==> config.mk <==
export PLATFORM = sky130hd
export DESIGN_NAME = ais_clock_gen
export DESIGN_NICKNAME = d
export VERILOG_FILES = /design/src/rtl/ais_clkgen_pkg.sv /design/src/rtl/ref_edge_sync.sv /design/src/rtl/ais_divider.sv /design/src/rtl/loc_monitor.sv /design/src/rtl/ais_chan_slice.sv /design/src/rtl/ais_clock_gen.sv
export SDC_FILE = /design/constraint.sdc
export NUM_CORES = 1
export LEC_CHECK = 0
export BUFFER_PORTS_ARGS = -buffer_cell sky130_fd_sc_hd__buf_4
export CAP_MARGIN = 15
export CELL_PAD_IN_SITES_DETAIL_PLACEMENT = 1
export CELL_PAD_IN_SITES_GLOBAL_PLACEMENT = 1
export CORE_UTILIZATION = 33
export DETAILED_ROUTE_END_ITERATION = 8
export GPL_TIMING_DRIVEN = 0
export PLACE_DENSITY = 0.8
export SLEW_MARGIN = 40
export SYNTH_ARGS = -nofsm -noshare
export SYNTH_HDL_FRONTEND = slang
export SYNTH_SLANG_ARGS = --single-unit
==> constraint.sdc <==
create_clock -name clk -period 1.35 [get_ports clk]
set_input_delay 0 -clock clk [delete_from_list [all_inputs] [get_ports clk]]
set_output_delay 0 -clock clk [all_outputs]
set_load 0.03 [all_outputs]
==> src/rtl/ais_clkgen_pkg.sv <==
package ais_clkgen_pkg;

    // loss-of-clock monitor states
    typedef enum logic [1:0] {
        LM_LOST   = 2'd0,
        LM_VERIFY = 2'd1,
        LM_ALIVE  = 2'd2
    } loc_state_e;

    // reference index used across all two-bit vectors
    localparam int REF_DS1 = 0;
    localparam int REF_E1  = 1;
    localparam int N_REF   = 2;

endpackage

==> src/rtl/ref_edge_sync.sv <==
module ref_edge_sync #(
    parameter int STAGES = 2
) (
    input  logic clk,
    input  logic rst_n,
    input  logic ref_i,
    output logic rise_o
);
    // STAGES flops for metastability, one more to find the edge
    logic [STAGES:0] shreg;

    always_ff @(posedge clk or negedge rst_n) begin
        if (!rst_n) shreg <= '0;
        else        shreg <= {shreg[STAGES-1:0], ref_i};
    end

    always_comb rise_o = shreg[STAGES-1] & ~shreg[STAGES];

endmodule

==> src/rtl/ais_divider.sv <==
module ais_divider #(
    parameter int DIV_LO = 16,
    parameter int DIV_HI = 32
) (
    input  logic clk,
    input  logic rst_n,
    input  logic rise_i,
    input  logic div_hi_i,
    output logic ais_clk_o
);
    localparam int HALF_LO = DIV_LO / 2;
    localparam int HALF_HI = DIV_HI / 2;
    localparam int CW      = $clog2(HALF_HI);

    logic [CW-1:0] edge_cnt;
    logic [CW-1:0] limit;
    logic          phase;

    always_comb limit = div_hi_i ? CW'(HALF_HI - 1) : CW'(HALF_LO - 1);

    // toggle once every half division of reference edges
    always_ff @(posedge clk or negedge rst_n) begin
        if (!rst_n) begin
            edge_cnt <= '0;
            phase    <= 1'b0;
        end else if (rise_i) begin
            if (edge_cnt >= limit) begin
                edge_cnt <= '0;
                phase    <= ~phase;
            end else begin
                edge_cnt <= edge_cnt + 1'b1;
            end
        end
    end

    always_comb ais_clk_o = phase;

endmodule

==> src/rtl/loc_monitor.sv <==
module loc_monitor
    import ais_clkgen_pkg::*;
#(
    parameter int TIMEOUT = 64,
    parameter int ACQ     = 8
) (
    input  logic clk,
    input  logic rst_n,
    input  logic rise_i,
    input  logic clr_i,
    output logic lost_o,
    output logic delta_o
);
    localparam int GW = $clog2(TIMEOUT);
    localparam int EW = $clog2(ACQ + 1);

    loc_state_e    state, state_nx;
    logic [GW-1:0] gap_cnt;
    logic [EW-1:0] acq_cnt;
    logic          expired;
    logic          delta_q;
    logic          status_flip;

    // gap timer: system cycles since the last reference edge
    always_ff @(posedge clk or negedge rst_n) begin
        if (!rst_n)                            gap_cnt <= '0;
        else if (rise_i)                       gap_cnt <= '0;
        else if (gap_cnt != GW'(TIMEOUT - 1))  gap_cnt <= gap_cnt + 1'b1;
    end

    always_comb expired = !rise_i && (gap_cnt == GW'(TIMEOUT - 1));

    // state register
    always_ff @(posedge clk or negedge rst_n) begin
        if (!rst_n) state <= LM_LOST;
        else        state <= state_nx;
    end

    // next-state logic
    always_comb begin
        state_nx = state;
        unique case (state)
            LM_LOST: begin
                if (rise_i) state_nx = LM_VERIFY;
            end
            LM_VERIFY: begin
                if (rise_i && (acq_cnt == EW'(ACQ - 1))) state_nx = LM_ALIVE;
                else if (expired)                         state_nx = LM_LOST;
            end
            LM_ALIVE: begin
                if (expired) state_nx = LM_LOST;
            end
            default: state_nx = LM_LOST;
        endcase
    end

    // consecutive-edge counter used while verifying
    always_ff @(posedge clk or negedge rst_n) begin
        if (!rst_n) begin
            acq_cnt <= '0;
        end else begin
            unique case (state)
                LM_LOST:   acq_cnt <= rise_i ? EW'(1) : '0;
                LM_VERIFY: if (rise_i) acq_cnt <= acq_cnt + 1'b1;
                LM_ALIVE:  acq_cnt <= '0;
                default:   acq_cnt <= '0;
            endcase
        end
    end

    // sticky change flag, set takes priority over clear
    always_comb status_flip = (state == LM_ALIVE) != (state_nx == LM_ALIVE);

    always_ff @(posedge clk or negedge rst_n) begin
        if (!rst_n) delta_q <= 1'b0;
        else        delta_q <= status_flip | (delta_q & ~clr_i);
    end

    // outputs
    always_comb begin
        lost_o  = (state != LM_ALIVE);
        delta_o = delta_q;
    end

endmodule

==> src/rtl/ais_chan_slice.sv <==
module ais_chan_slice (
    input  logic clk,
    input  logic rst_n,
    input  logic ais_en_i,
    input  logic ais_req_i,
    input  logic mode_ds1_i,
    input  logic clk_in_i,
    input  logic data_in_i,
    input  logic ds1_ais_i,
    input  logic e1_ais_i,
    output logic clk_out_o,
    output logic data_out_o
);
    logic subst;
    logic ais_pick;

    always_comb begin
        subst    = ais_en_i & ais_req_i;
        ais_pick = mode_ds1_i ? ds1_ais_i : e1_ais_i;
    end

    // registered so the clock swap happens only on a system edge
    always_ff @(posedge clk or negedge rst_n) begin
        if (!rst_n) begin
            clk_out_o  <= 1'b0;
            data_out_o <= 1'b0;
        end else begin
            clk_out_o  <= subst ? ais_pick : clk_in_i;
            data_out_o <= subst ? 1'b1     : data_in_i;
        end
    end

endmodule

==> src/rtl/ais_clock_gen.sv <==
module ais_clock_gen
    import ais_clkgen_pkg::*;
#(
    parameter int N_CHAN      = 28,
    parameter int DIV_LO      = 16,
    parameter int DIV_HI      = 32,
    parameter int SYNC_STAGES = 2,
    parameter int LOC_TIMEOUT = 64,
    parameter int LOC_ACQ     = 8
) (
    input  logic              clk,
    input  logic              rst_n,
    input  logic              ref_ds1_i,
    input  logic              ref_e1_i,
    input  logic [1:0]        ref_div32_i,
    input  logic              ais_ctrl_en_i,
    input  logic [N_CHAN-1:0] chan_mode_ds1_i,
    input  logic [N_CHAN-1:0] chan_ais_req_i,
    input  logic [N_CHAN-1:0] chan_clk_i,
    input  logic [N_CHAN-1:0] chan_data_i,
    input  logic [1:0]        loc_mask_i,
    input  logic [1:0]        loc_delta_clr_i,
    output logic              ds1_ais_clk_o,
    output logic              e1_ais_clk_o,
    output logic [N_CHAN-1:0] chan_clk_o,
    output logic [N_CHAN-1:0] chan_data_o,
    output logic              loc_ds1_o,
    output logic              loc_e1_o,
    output logic [1:0]        loc_delta_o,
    output logic              irq_o
);
    logic [N_REF-1:0] ref_vec;
    logic [N_REF-1:0] ref_rise;
    logic [N_REF-1:0] ais_clk;
    logic [N_REF-1:0] lost;
    logic [N_REF-1:0] delta;

    always_comb begin
        ref_vec[REF_DS1] = ref_ds1_i;
        ref_vec[REF_E1]  = ref_e1_i;
    end

    for (genvar r = 0; r < N_REF; r++) begin : g_ref
        ref_edge_sync #(.STAGES(SYNC_STAGES)) u_sync (
            .clk    (clk),
            .rst_n  (rst_n),
            .ref_i  (ref_vec[r]),
            .rise_o (ref_rise[r])
        );

        ais_divider #(.DIV_LO(DIV_LO), .DIV_HI(DIV_HI)) u_div (
            .clk       (clk),
            .rst_n     (rst_n),
            .rise_i    (ref_rise[r]),
            .div_hi_i  (ref_div32_i[r]),
            .ais_clk_o (ais_clk[r])
        );

        loc_monitor #(.TIMEOUT(LOC_TIMEOUT), .ACQ(LOC_ACQ)) u_loc (
            .clk     (clk),
            .rst_n   (rst_n),
            .rise_i  (ref_rise[r]),
            .clr_i   (loc_delta_clr_i[r]),
            .lost_o  (lost[r]),
            .delta_o (delta[r])
        );
    end

    for (genvar c = 0; c < N_CHAN; c++) begin : g_chan
        ais_chan_slice u_slice (
            .clk        (clk),
            .rst_n      (rst_n),
            .ais_en_i   (ais_ctrl_en_i),
            .ais_req_i  (chan_ais_req_i[c]),
            .mode_ds1_i (chan_mode_ds1_i[c]),
            .clk_in_i   (chan_clk_i[c]),
            .data_in_i  (chan_data_i[c]),
            .ds1_ais_i  (ais_clk[REF_DS1]),
            .e1_ais_i   (ais_clk[REF_E1]),
            .clk_out_o  (chan_clk_o[c]),
            .data_out_o (chan_data_o[c])
        );
    end

    always_comb begin
        ds1_ais_clk_o = ais_clk[REF_DS1];
        e1_ais_clk_o  = ais_clk[REF_E1];
        loc_ds1_o     = lost[REF_DS1];
        loc_e1_o      = lost[REF_E1];
        loc_delta_o   = delta;
        irq_o         = |((lost | delta) & ~loc_mask_i);
    end

endmodule

==> results by group <==
Outcome
  • Failing checks: negative setup slack
  • Status: finished with violations

Clock tree
  • Clk_lat worst skew: between 0.3 and 0.4 ns
  • Root buf cell: clkbuf_16
  • Clock buffer depth: 2
  • CTS buffer count: 9
  • Clock Sinks: just under 100
  • Max H-tree Level: 3
  • CTS clk-pin slew, worst paths: ~0.08 ns
  • CTS tree: yes

Placed design
  • IO buf count: ~180
  • Dpl cells: 790
  • Pre-CTS setup slack: -0.163 ns
  • Detailed Place HPWL: ~11 mm
  • Placer Congestion: 0.830

Routing
  • TritonRoute pass-1 iters: 5
  • Vias per cell: 5.16
  • # DRC: 0
  • Vias: 4937
  • Iter 0 DRT Violations: about 310
  • Post-route ant nets: 0
  • WL per Instance: 23.5 µm
  • Final wirelength: around 22 mm

Logic synthesis
  • Post-synth EDFFs: 0
  • Fraction of registers with async set/reset: 100%
  • Area leader, netlist: dfrtp_1
  • Part of the Yosys area used for sequential elements: a little over half
  • Most frequent cell after synthesis: dfrtp_1
  • Synth top area cells: dfrtp_1 53%, buf_4 9.3%, mux2i_1 6.2%
  • Synth Register Bits: between 90 and 100
  • Syn_area_per_cell: ~11 µm²
  • Synthesized area: approximately 4700 µm²
  • Share of the synthesized area in the top cell type: between 50 and 60%
  • Yosys warnings: 0
  • Syn Inst Count: roughly 430
  • Primary FF master, synth: dfrtp_1
  • Syn_nets: around 560
  • Top cells by count, synth: 98 x dfrtp_1, 58 x buf_4, 35 x a21oi_1
  • Yosys cell types: between 40 and 50

GRT
  • Initial antenna violation count: 4
  • GRT overflow: 0
  • First-pass GRT wire length: between 30 and 40 mm
  • Total Routing Usage GR: 30.6%
  • Pin count of the biggest net entering global routing: roughly 100
  • Vias in the first global route: 5398

Pwr
  • Peak supply drop: 608 µV
  • PwrDens: 1280 nW/µm²
  • LEAKAGE: about 3.9 nW

STA
  • Least-Margin Pin Slew: around 0.77 ns
  • Period minus WS final: approximately 1.4 ns
  • Final Cycle Share: 107%
  • Final setup viols: 5
  • Final Slew Violations: 0
  • Clk_skew: about 0.016 ns
  • Fmax: slightly below 700 MHz
  • Fin Setup TNS: -0.202 ns
  • Slew HR: between 40% and 50%
  • Worst setup margin: -0.0886 ns
  • RSZ-0062 raised after global routing: true
  • Fin. Hold Viols: 0

Layout
  • Post-Layout Cell Count: 957
  • Share of layout cells above drive strength 1: about two fifths
  • Final net count: 900
  • Area growth, synth to finish: 75.5%

Floorplanning
  • Die ar.: around 15000 µm²
  • Die W: approximately 120 µm
  • Initial Util: between 30% and 40%
  • Row count: 43
  • IO Count: ~190
  • Core area: between 10000 and 15000 µm²
  • Die Ht: approximately 120 µm

Worst setup path
  • Max FO, Critical Path: 4
  • Critical path arrival: between 1.5 and 2 ns
  • Critical path type: flip-flop to flip-flop
  • CP startpoint kind: flip-flop
  • CP endpoint kind: flip-flop
  • WP data required: around 1.6 ns

Flow run
  • Max-cap violation count: 0

Min path
  • Hold WC Path Type: input pin to flip-flop
==> report_power, final <==
part	leakage, nW	internal, mW	switching, mW
clock network	0.149	1.48	1.22
logic	2.64	1.83	2.07
registers	1.15	3.45	0.460
total	3.95	6.76	3.75
==> sequential cells by signal (all words and copies together), names as in the netlist <==
signal and flops:
g_ref.u_loc.delta_o 2, g_ref.u_sync.shreg 6, g_ref.u_div.edge_cnt 8, g_ref.u_loc.gap_cnt 12, g_ref.u_loc.state 4, g_ref.u_loc.acq_cnt 8
g_chan.u_slice.data_out_o 28, g_chan.u_slice.clk_out_o 28, g_ref.u_div.ais_clk_o 2
==> worst paths after layout <==
kind                                            from                          end  slack [ns]  cells after the start
max in group asynchronous                      rst_n    g_ref[0].u_loc.gap_cnt[0]        0.52                      2
max reg2reg                g_ref[1].u_loc.gap_cnt[0]    g_ref[1].u_loc.gap_cnt[5]       -0.09                      4
min                               chan_mode_ds1_i[8]  g_chan[8].u_slice.clk_out_o       0.009                      3
min reg2reg                 g_ref[0].u_sync.shreg[0]     g_ref[0].u_sync.shreg[1]        0.35                      0
max                        g_ref[1].u_loc.gap_cnt[0]    g_ref[1].u_loc.gap_cnt[5]       -0.09                      4
min in group asynchronous                      rst_n     g_ref[1].u_sync.shreg[1]        0.25                      2
==> placed cells by master (no fill, tap or decap), types with 3 or more instances in the layout <==
cell / n
inv_1: 5
clkbuf_2: 3
xnor2_1: 3
buf_4: 257
clkbuf_16: 9
a21o_1: 30
nand3_1: 9
nand3b_1: 3
nand2_1: 16
clkinv_2: 3
a21oi_1: 34
nor3_1: 6
dlygate4sd3_1: 136
xor2_1: 5
ha_1: 5
mux2i_1: 28
diode_2: 4
buf_1: 3
clkbuf_1: 3
or3_1: 5
dfrtp_1: 97
o21ai_1: 4
o21ai_0: 9
a31oi_1: 31
buf_2: 3
nand2b_1: 4
nor2_1: 11
==> area by class of cell <==
type                            count  area, µm²
Clock inverter                      5       53.8
Sequential cell                    98       2450
Buffer                             76        537
Fill cell                        1474       5630
Tap cell                          180        225
Timing Repair Buffer              333       2850
Antenna cell                        4       10.0
Clock buffer                       10        239
Inverter                            5       18.8
Multi-Input combinational cell    246       1810
==> through the flow <==
| stage | area (µm²) | power (mW) | utilization, % | hold slack, ns |
|---|---|---|---|---|
| detailed placement | 6280 | 6.96 | 45.5 | 0.0961 |
| finish | 8190 | 10.5 | 59.3 | 0.00937 |
| global placement | 6280 | 6.78 | 45.4 | 0.111 |
| CTS | 8060 | 10.1 | 58.3 | 0.000911 |
| floorplan | 4670 | 5.74 | - | -0.296 |
| global route | 8190 | 10.9 | 59.3 | 0.0363 |
==> per-layer routing <==
metal / part of all wire [%] / global-route usage, % / vias to the layer above
li1: - / - / 2156
met1: 40 / 35.6 / 2489
met2: 49 / 51.9 / 232
met3: 7.2 / 7.47 / 60
met4: 3.7 / 16.2 / 0
met5: 0 / 0 / -
==> worst max-delay path: stages (launching register included) <==
cell and delay (ns):
dfrtp_1 0.39, ha_2 0.18, and3_4 0.16, or4b_1 0.46
o211a_1 0.14
==> cell families after synthesis <==
| group | after synthesis | synth area share [%] |
|---|---|---|
| DFF | 98 | 52.5 |
| muxes | 32 | 6.94 |
| xor gates and xnor gates | 8 | 1.50 |
| adders and majority gates | 8 | 2.14 |
| AOI/OAI and AO/OA | 121 | 16.4 |
| and+or+nand+nor | 77 | 9.01 |
| buffers and inverters | 82 | 11.5 |
==> repair_timing <==
item / 4_1_cts / 5_1_grt
gates resized for setup: 15 / 30
pin swaps: 2 / 7
endpoints found under the hold margin: 158 / 0
endpoints found under the setup margin: 19 / 32
buffers inserted: 5 / 8
hold buffers: 137 / 0
Power figures use the tool's default switching activity.
